## config.mk

```make
export PLATFORM = sky130hd
export DESIGN_NAME = ocp_stream_master
export DESIGN_NICKNAME = d
export VERILOG_FILES = /design/src/rtl/ocp_stream_master.sv
export SDC_FILE = /design/constraint.sdc
export NUM_CORES = 1
export LEC_CHECK = 0
export ABC_CLOCK_PERIOD_IN_PS = 1950
export CAP_MARGIN = 40
export CORE_AREA = 2 2 123 125
export CTS_BUF_LIST = sky130_fd_sc_hd__clkbuf_16
export DETAILED_ROUTE_END_ITERATION = 16
export DIE_AREA = 0 0 125 127
export GPL_TIMING_DRIVEN = 0
export PLACE_DENSITY_LB_ADDON = 0.05
export REMOVE_ABC_BUFFERS = 1
export SYNTH_ARGS = -nofsm -noshare
export SYNTH_HDL_FRONTEND = slang
export SYNTH_SLANG_ARGS = --single-unit
```

## constraint.sdc

```tcl
create_clock -name clk -period 1.95 [get_ports clk]
set_input_delay 0.39 -clock clk [delete_from_list [all_inputs] [get_ports clk]]
set_output_delay 0.39 -clock clk [all_outputs]
set_load 0.01 [all_outputs]
```

## src/rtl/ocp_stream_master.sv

```systemverilog
module ocp_stream_master #(
  parameter int DW = 64,
  parameter int AW = 32,
  parameter int LW = 8,
  parameter int PW = 2
) (
  input  logic          clk,
  input  logic          rst_n,
  input  logic          cmd_valid,
  output logic          cmd_ready,
  input  logic [DW-1:0] cmd_data,
  output logic          rsp_valid,
  input  logic          rsp_ready,
  output logic [DW-1:0] rsp_data,
  output logic [1:0]    rsp_code,
  output logic          rsp_last,
  output logic [2:0]    m_cmd,
  output logic [AW-1:0] m_addr,
  output logic [LW-1:0] m_blen,
  output logic [PW-1:0] m_flag,
  input  logic          s_cmd_acc,
  output logic [DW-1:0] m_data,
  output logic          m_data_valid,
  output logic          m_data_last,
  input  logic          s_data_acc,
  input  logic [1:0]    s_resp,
  input  logic [DW-1:0] s_data,
  input  logic          s_resp_last,
  output logic          m_resp_acc,
  output logic          burst_err
);
  localparam logic [2:0] OP_IDLE = 3'd0, OP_WR = 3'd1, OP_RD = 3'd2,
                         OP_RDEX = 3'd3, OP_WRNP = 3'd5;
  localparam int LEN_LO  = 8;
  localparam int FLAG_LO = LEN_LO + LW;

  typedef enum logic [2:0] {S_IDLE, S_ADDR, S_REQ, S_WDAT, S_RESP} state_t;
  state_t st;

  logic [2:0]    op_q;
  logic [LW-1:0] len_q, cnt;
  logic [PW-1:0] flag_q;
  logic [AW-1:0] addr_q;
  logic          locked, err_q;

  wire [2:0]    in_op   = cmd_data[2:0];
  wire [LW-1:0] in_len  = cmd_data[LEN_LO +: LW];
  wire          is_rd   = (in_op == OP_RD) || (in_op == OP_RDEX);
  wire          is_wr   = (in_op == OP_WR) || (in_op == OP_WRNP);
  wire          legal   = (in_len != '0) && (is_wr || (is_rd && !locked));
  wire          op_wr_q = (op_q == OP_WR) || (op_q == OP_WRNP);
  wire          on_last = (cnt == LW'(1));

  assign cmd_ready    = (st == S_IDLE) || (st == S_ADDR) || (st == S_WDAT && s_data_acc);
  assign m_cmd        = (st == S_REQ) ? op_q : OP_IDLE;
  assign m_addr       = addr_q;
  assign m_blen       = len_q;
  assign m_flag       = flag_q;
  assign m_data       = cmd_data;
  assign m_data_valid = (st == S_WDAT) && cmd_valid;
  assign m_data_last  = m_data_valid && on_last;
  assign rsp_valid    = (st == S_RESP) && (s_resp != 2'd0);
  assign rsp_data     = s_data;
  assign rsp_code     = s_resp;
  assign rsp_last     = on_last;
  assign m_resp_acc   = (st == S_RESP) && rsp_ready;
  assign burst_err    = err_q;

  always_ff @(posedge clk) begin
    if (!rst_n) begin
      st     <= S_IDLE;
      op_q   <= OP_IDLE;
      len_q  <= '0;
      cnt    <= '0;
      flag_q <= '0;
      addr_q <= '0;
      locked <= 1'b0;
      err_q  <= 1'b0;
    end else begin
      err_q <= 1'b0;
      case (st)
        S_IDLE: if (cmd_valid && legal) begin
          op_q   <= in_op;
          len_q  <= in_len;
          flag_q <= cmd_data[FLAG_LO +: PW];
          st     <= S_ADDR;
        end
        S_ADDR: if (cmd_valid) begin
          addr_q <= cmd_data[AW-1:0];
          st     <= S_REQ;
        end
        S_REQ: if (s_cmd_acc) begin
          cnt <= len_q;
          st  <= op_wr_q ? S_WDAT : S_RESP;
          if (op_q == OP_RDEX) locked <= 1'b1;
          if (op_wr_q)         locked <= 1'b0;
        end
        S_WDAT: if (cmd_valid && s_data_acc) begin
          cnt <= cnt - LW'(1);
          if (on_last) begin
            if (op_q == OP_WRNP) begin
              cnt <= LW'(1);
              st  <= S_RESP;
            end else st <= S_IDLE;
          end
        end
        S_RESP: if (rsp_valid && rsp_ready) begin
          cnt   <= cnt - LW'(1);
          err_q <= (s_resp_last != on_last);
          if (on_last) st <= S_IDLE;
        end
        default: st <= S_IDLE;
      endcase
    end
  end

  AST_REQ_HOLD: assert property (@(posedge clk) disable iff (!rst_n)
    (m_cmd != OP_IDLE && !s_cmd_acc) |=> (m_cmd == $past(m_cmd) && $stable(m_addr)));
  AST_STREAM_BLOCKED: assert property (@(posedge clk) disable iff (!rst_n)
    (m_cmd != OP_IDLE) |-> !cmd_ready);
  AST_PHASE_EXCL: assert property (@(posedge clk) disable iff (!rst_n)
    !(m_cmd != OP_IDLE && (m_data_valid || rsp_valid)));
  AST_NO_READ_LOCKED: assert property (@(posedge clk) disable iff (!rst_n)
    (m_cmd == OP_RD || m_cmd == OP_RDEX) |-> !locked);
  AST_ERR_AFTER_BEAT: assert property (@(posedge clk) disable iff (!rst_n)
    $rose(burst_err) |-> $past(m_resp_acc && s_resp != 2'd0));
endmodule

```

# Word-level counts from Yosys, hierarchy flattened
# Cells that the tools add are included.
# word_totals
reg_bits	58
inputBits	137
# op_classes
n_eq_ne	20
muxes	19
add_sub_neg	1
reduce_logical	28
# ops
operator	n
$mux 8	5
$mux 3	10
$pmux 8 s3	1
$eq 3x2->1 const B	5
$pmux 3 s5	1
$logic_and 1x1->1	10
$eq 3x1->1 const B	3
$eq 3x3->1 const B	3
$eq 8x1->1 const B	1
$ne 2x2->1 const B	4
$reduce_bool 8->1	1
$sub 8x1->8 const B	1
$reduce_and 7->1	1
$logic_or 1x1->1	6
$ne 2x1->1 const B	3
$reduce_and 3->1	2
$reduce_and 2->1	2
$reduce_and 4->1	1
$reduce_bool 2->1	2
$logic_not 3->1	1
$reduce_bool 3->1	1
$mux 1	2
$logic_not 1->1	1
$ne 1x1->1	1

# Depth between registers and ports, before layout
# logic_depth
ltp_word	8
depth_mapped	7

# Worst setup path after synthesis
# No wires, ideal clock.
# synth_path
path_kind	register -> output
start	register cnt[0]
end	output m_data_last
stages_incl_launch_ff	5
setup_slack_ns	0.221
path_buffers	0
arrival_ns	1.339
required_ns	1.560
cell_sequence	dfxtp_1 ha_1 nor4b_4 nand2_1 nor3_1
# synth_via
elab_chain_cells	2
# synth_rtl
item	line_no	text
start, declared	41	logic [LW-1:0] len_q, cnt;
start signal, assigned	93	cnt <= len_q;
start signal, assigned	99	cnt <= cnt - LW'(1);
start signal, assigned	108	cnt <= cnt - LW'(1);
$eq 8x1->1	52	wire on_last = (cnt == LW'(1));
$logic_and 1x1->1	61	assign m_data_last = m_data_valid && on_last;
end, declared	24	output logic m_data_last,
# Every way passes these cells.

# Worst setup path after layout
# layout_path
start	register cnt[1]
end	output m_data_last
# The elaborated chain is that of the path after synthesis.

==> parameters.txt <==
Parameter                              Value

Placement
  Count of placed standard cells including taps    637
  Count of buffers inserted at the top-level ports    126
  DPL Wire Length    around 15,000 microns
  RD Place Congestion    between 0.8 and 0.9
  Standard cell area after detailed placement    around 4200 sq um

Synthesis
  Count of synthesis-stage warnings from yosys    0
  Summed instance area of the synthesized netlist    roughly 3700 sq um
  Synth cell types    53
  Post-synth EDFFs    0
  Flop and latch count out of synthesis    between 50 and 60
  Share of flip-flops with an asynchronous set or reset    0
  Ys flop type    sky130_fd_sc_hd__dfxtp_1
  Seq/Total Area, Yosys    0.311
  Post-Synthesis Mean Instance Area    7.84 sq um
  Number of cells produced by synthesis    between 400 and 500

Power
  Logic gate share of total power    0.183
  Clk network pwr share    0.444
  Sequential power share    0.373
  Overall power consumption    roughly 3.4 mW
  Net switching power figure    roughly 0.9 mW
  Switching fraction of total power    0.263
  Total power density per cell area    slightly above 700 nW/um^2
  VDD IR max    about 400 uV
  Internal    approximately 2.5 mW
  Leakage power    1.75 nW

Cells and area
  Fraction of final layout cells with drive strength greater than 1    0.153
  Ant diodes    0
  Number of filler instances in the final layout    between 1,500 and 2,000
  Area added between synthesis and finish    28.4%
  Most common cell after layout, fill and taps aside    sky130_fd_sc_hd__clkdlybuf4s50_1
  Finished Cell Area    about 4800 sq um
  Total Nets Final    between 600 and 700
  Final non-filler cell total    just under 700
  Most used cells in the layout excluding fill and tap cells    sky130_fd_sc_hd__clkdlybuf4s50_1, sky130_fd_sc_hd__nand2_1, sky130_fd_sc_hd__dfxtp_1

Routing
  Initial detailed-routing violation count    slightly below 200
  Top routing layer used    met5
  Count of unresolved DRC violations after routing    0
  Iteration count of the initial detailed-routing pass    4
  Routed met1 length    ~5900 microns
  Vias post-DR    roughly 3,400
  Met2 wire len    approximately 7900 microns
  Routed wl met3    3390 microns
  Antenna Violating Nets Remaining    0
  Final wirelength    18,800 microns
  Average wire per standard cell    ~28 microns
  Ratio of routed vias to standard cells    4.97

Clock tree
  Clock Pin Slew Worst Setup and Hold Paths    0.06 ns
  Number of sinks handled by clock tree synthesis    between 50 and 60
  Hold-fix buffers at CTS    0
  TritonCTS buffer count    9
  Clock tree from TritonCTS    built
  Longest Clk Path Bufs    2
  Level count of the clock H-tree    3
  CTS Root Cell    sky130_fd_sc_hd__clkbuf_16
  Clock insertion delay at the later pin of the skew report    around 0.33 ns

Critical path
  Kind of capture point of the worst setup path    output pin
  Max FO, Critical Path    4
  Cell with the biggest individual delay on the critical path    sky130_fd_sc_hd__dfxtp_4
  Kind of start point of the critical path    register
  Critical setup path kind    reg -> out
  Worst endpoint data arrival time    1.58 ns
  Largest stage delay on the critical path    0.36 ns
  Critical Path, Cell by Cell    inv_4, ha_4, nor4b_4, nand2_2, buf_6, nor3_4, buf_2
  Data required time of the critical path    1.56 ns

GRT
  Overflow left after global routing    0
  Antenna violations before repair    0
  Total global-route track usage    0.232
  First-pass GRT wire length    around 26,000 microns
  Maximum number of pins on one net before global-route repair    43
  Via count of the first global-routing pass    about 3,300

STA
  Hold Vio Cnt, Final    0
  Headroom to the max-slew limit    0.587
  Unrepaired setup endpoints after global routing    yes
  Shortest clock period the worst path allows after layout    1.97 ns
  Worst-case clock skew    between 0.008 and 0.009 ns
  Fin Hold WS    ~0.4 ns
  Upper clock frequency limit    about 510 MHz
  Period Utilization, post-route    1.01
  Worst-Margin Slew    between 0.6 and 0.7 ns
  Number of max-slew violations in the final report    0
  Final setup fails    1
  Min setup slack post-route    -0.0224 ns

Floorplanning
  Die Wd    roughly 130 microns
  Vertical die dimension    between 100 and 150 microns
  Initial standard-cell utilization of the core    0.259
  Total number of placement rows    44
  Core outline area    roughly 14,000 sq um
  Total die area    15,900 sq um
  Number of top-level design ports    between 300 and 400

Worst hold path
  Classification of the worst-slack hold path    in -> reg

Outcome
  Violations in the final reports    negative setup slack
  Result of the run    complete, but fails checks

Run
  Number of max-capacitance violations reported    0
[cell families (layout without fill, tap and decap cells)]
logic type,count (synthesis),count (layout),synth area share
AO/OA/AOI/OAI,106,106,0.173
XOR/XNOR,1,1,0.00234
adder cells (fa/ha/maj),2,2,0.00669
buffers and inverters,162,176,0.303
flip-flops,58,58,0.311
multiplexers,2,2,0.00569
AND/OR/NAND/NOR,146,146,0.199
[synth_stat cells (all sizes together) (4+ instances only)]
cell	count	area (sq um)
o22ai	6	37.5
clkbuf	15	56.3
nor3	7	45.0
nand3	18	90.1
nand2	76	288
o21ai	20	100
or3	5	31.3
a21oi	51	255
nor2	9	33.8
buf	139	1050
and2	4	25.0
nand2b	5	31.3
a311oi	4	35.0
dfxtp	58	1160
inv	8	30.0
a32oi	6	52.6
o221ai	4	41.3
[critical path, delay by kind of cell (launching register included)]
family | cells | cell delay, ns
simple gates | 3 | 0.41
fa+ha+maj | 1 | 0.13
flops | 1 | 0.36
buf+inv | 3 | 0.34
[layout make-up]
cell class / count / area, sq um / area share
Tap cell: 184 / 230 / 0.0479
Inverter: 8 / 35.0 / 0.00730
Sequential cell: 58 / 1180 / 0.246
Clock buffer: 9 / 225 / 0.0469
Multi-Input combinational cell: 257 / 1560 / 0.324
Timing Repair Buffer: 152 / 1520 / 0.317
Clock inverter: 7 / 53.8 / 0.0112
[sequential cells by signal, summed over array words and instances (netlist names)]
| signal | flops |
|---|---|
| burst_err | 1 |
| m_blen | 8 |
| m_flag | 2 |
| op_q | 3 |
| locked | 1 |
| m_addr | 32 |
| cnt | 8 |
| st | 3 |
[per-layer routing]
layer,global-route usage,up-vias
met4,0.180,2
met5,0.0155,-
met2,0.340,293
met1,0.213,1479
met3,0.185,56
li1,-,1528
[per-stage QoR]
stage	setup TNS (ns)	util	setup slack, ns
2_1_floorplan	-2.59	-	-0.139
5_1_grt	-0.917	0.333	-0.117
3_3_place_gp	-71.13	0.286	-1.62
4_1_cts	-0.0638	0.327	-0.0638
3_5_place_dp	-28.53	0.292	-0.589
6_report	-0.0224	0.333	-0.0224
[path summary, 6_finish.rpt]
check                                        startpoint                       to  slack [ns]  cells past startpoint
worst min-delay path                       cmd_data[13]  m_addr[13]$_SDFFE_PN0P_        0.39                      3
worst max-delay path                cnt[1]$_SDFFE_PN0P_              m_data_last       -0.02                      7
worst min register to register  m_addr[12]$_SDFFE_PN0P_  m_addr[12]$_SDFFE_PN0P_        0.45                      2
worst max register to register       st[1]$_SDFFE_PN0P_      cnt[4]$_SDFFE_PN0P_        0.08                      6
[power by group through the flow]
stage	registers [mW]	logic [mW]	clock network [mW]
final	1.27	0.625	1.51
after global routing	1.28	0.679	1.62
after CTS	1.27	0.621	1.57
after detailed placement	1.31	0.571	0
after global placement	1.30	0.550	0
after floorplan	1.31	0.173	0
[timing repair]
action,CTS,global route
buffers inserted,19,3
setup endpoints to repair,66,54
pin swaps,6,4
gates resized for setup,46,18
hold endpoints to repair,0,0
Note: power is estimated with default switching activity, not from simulation.
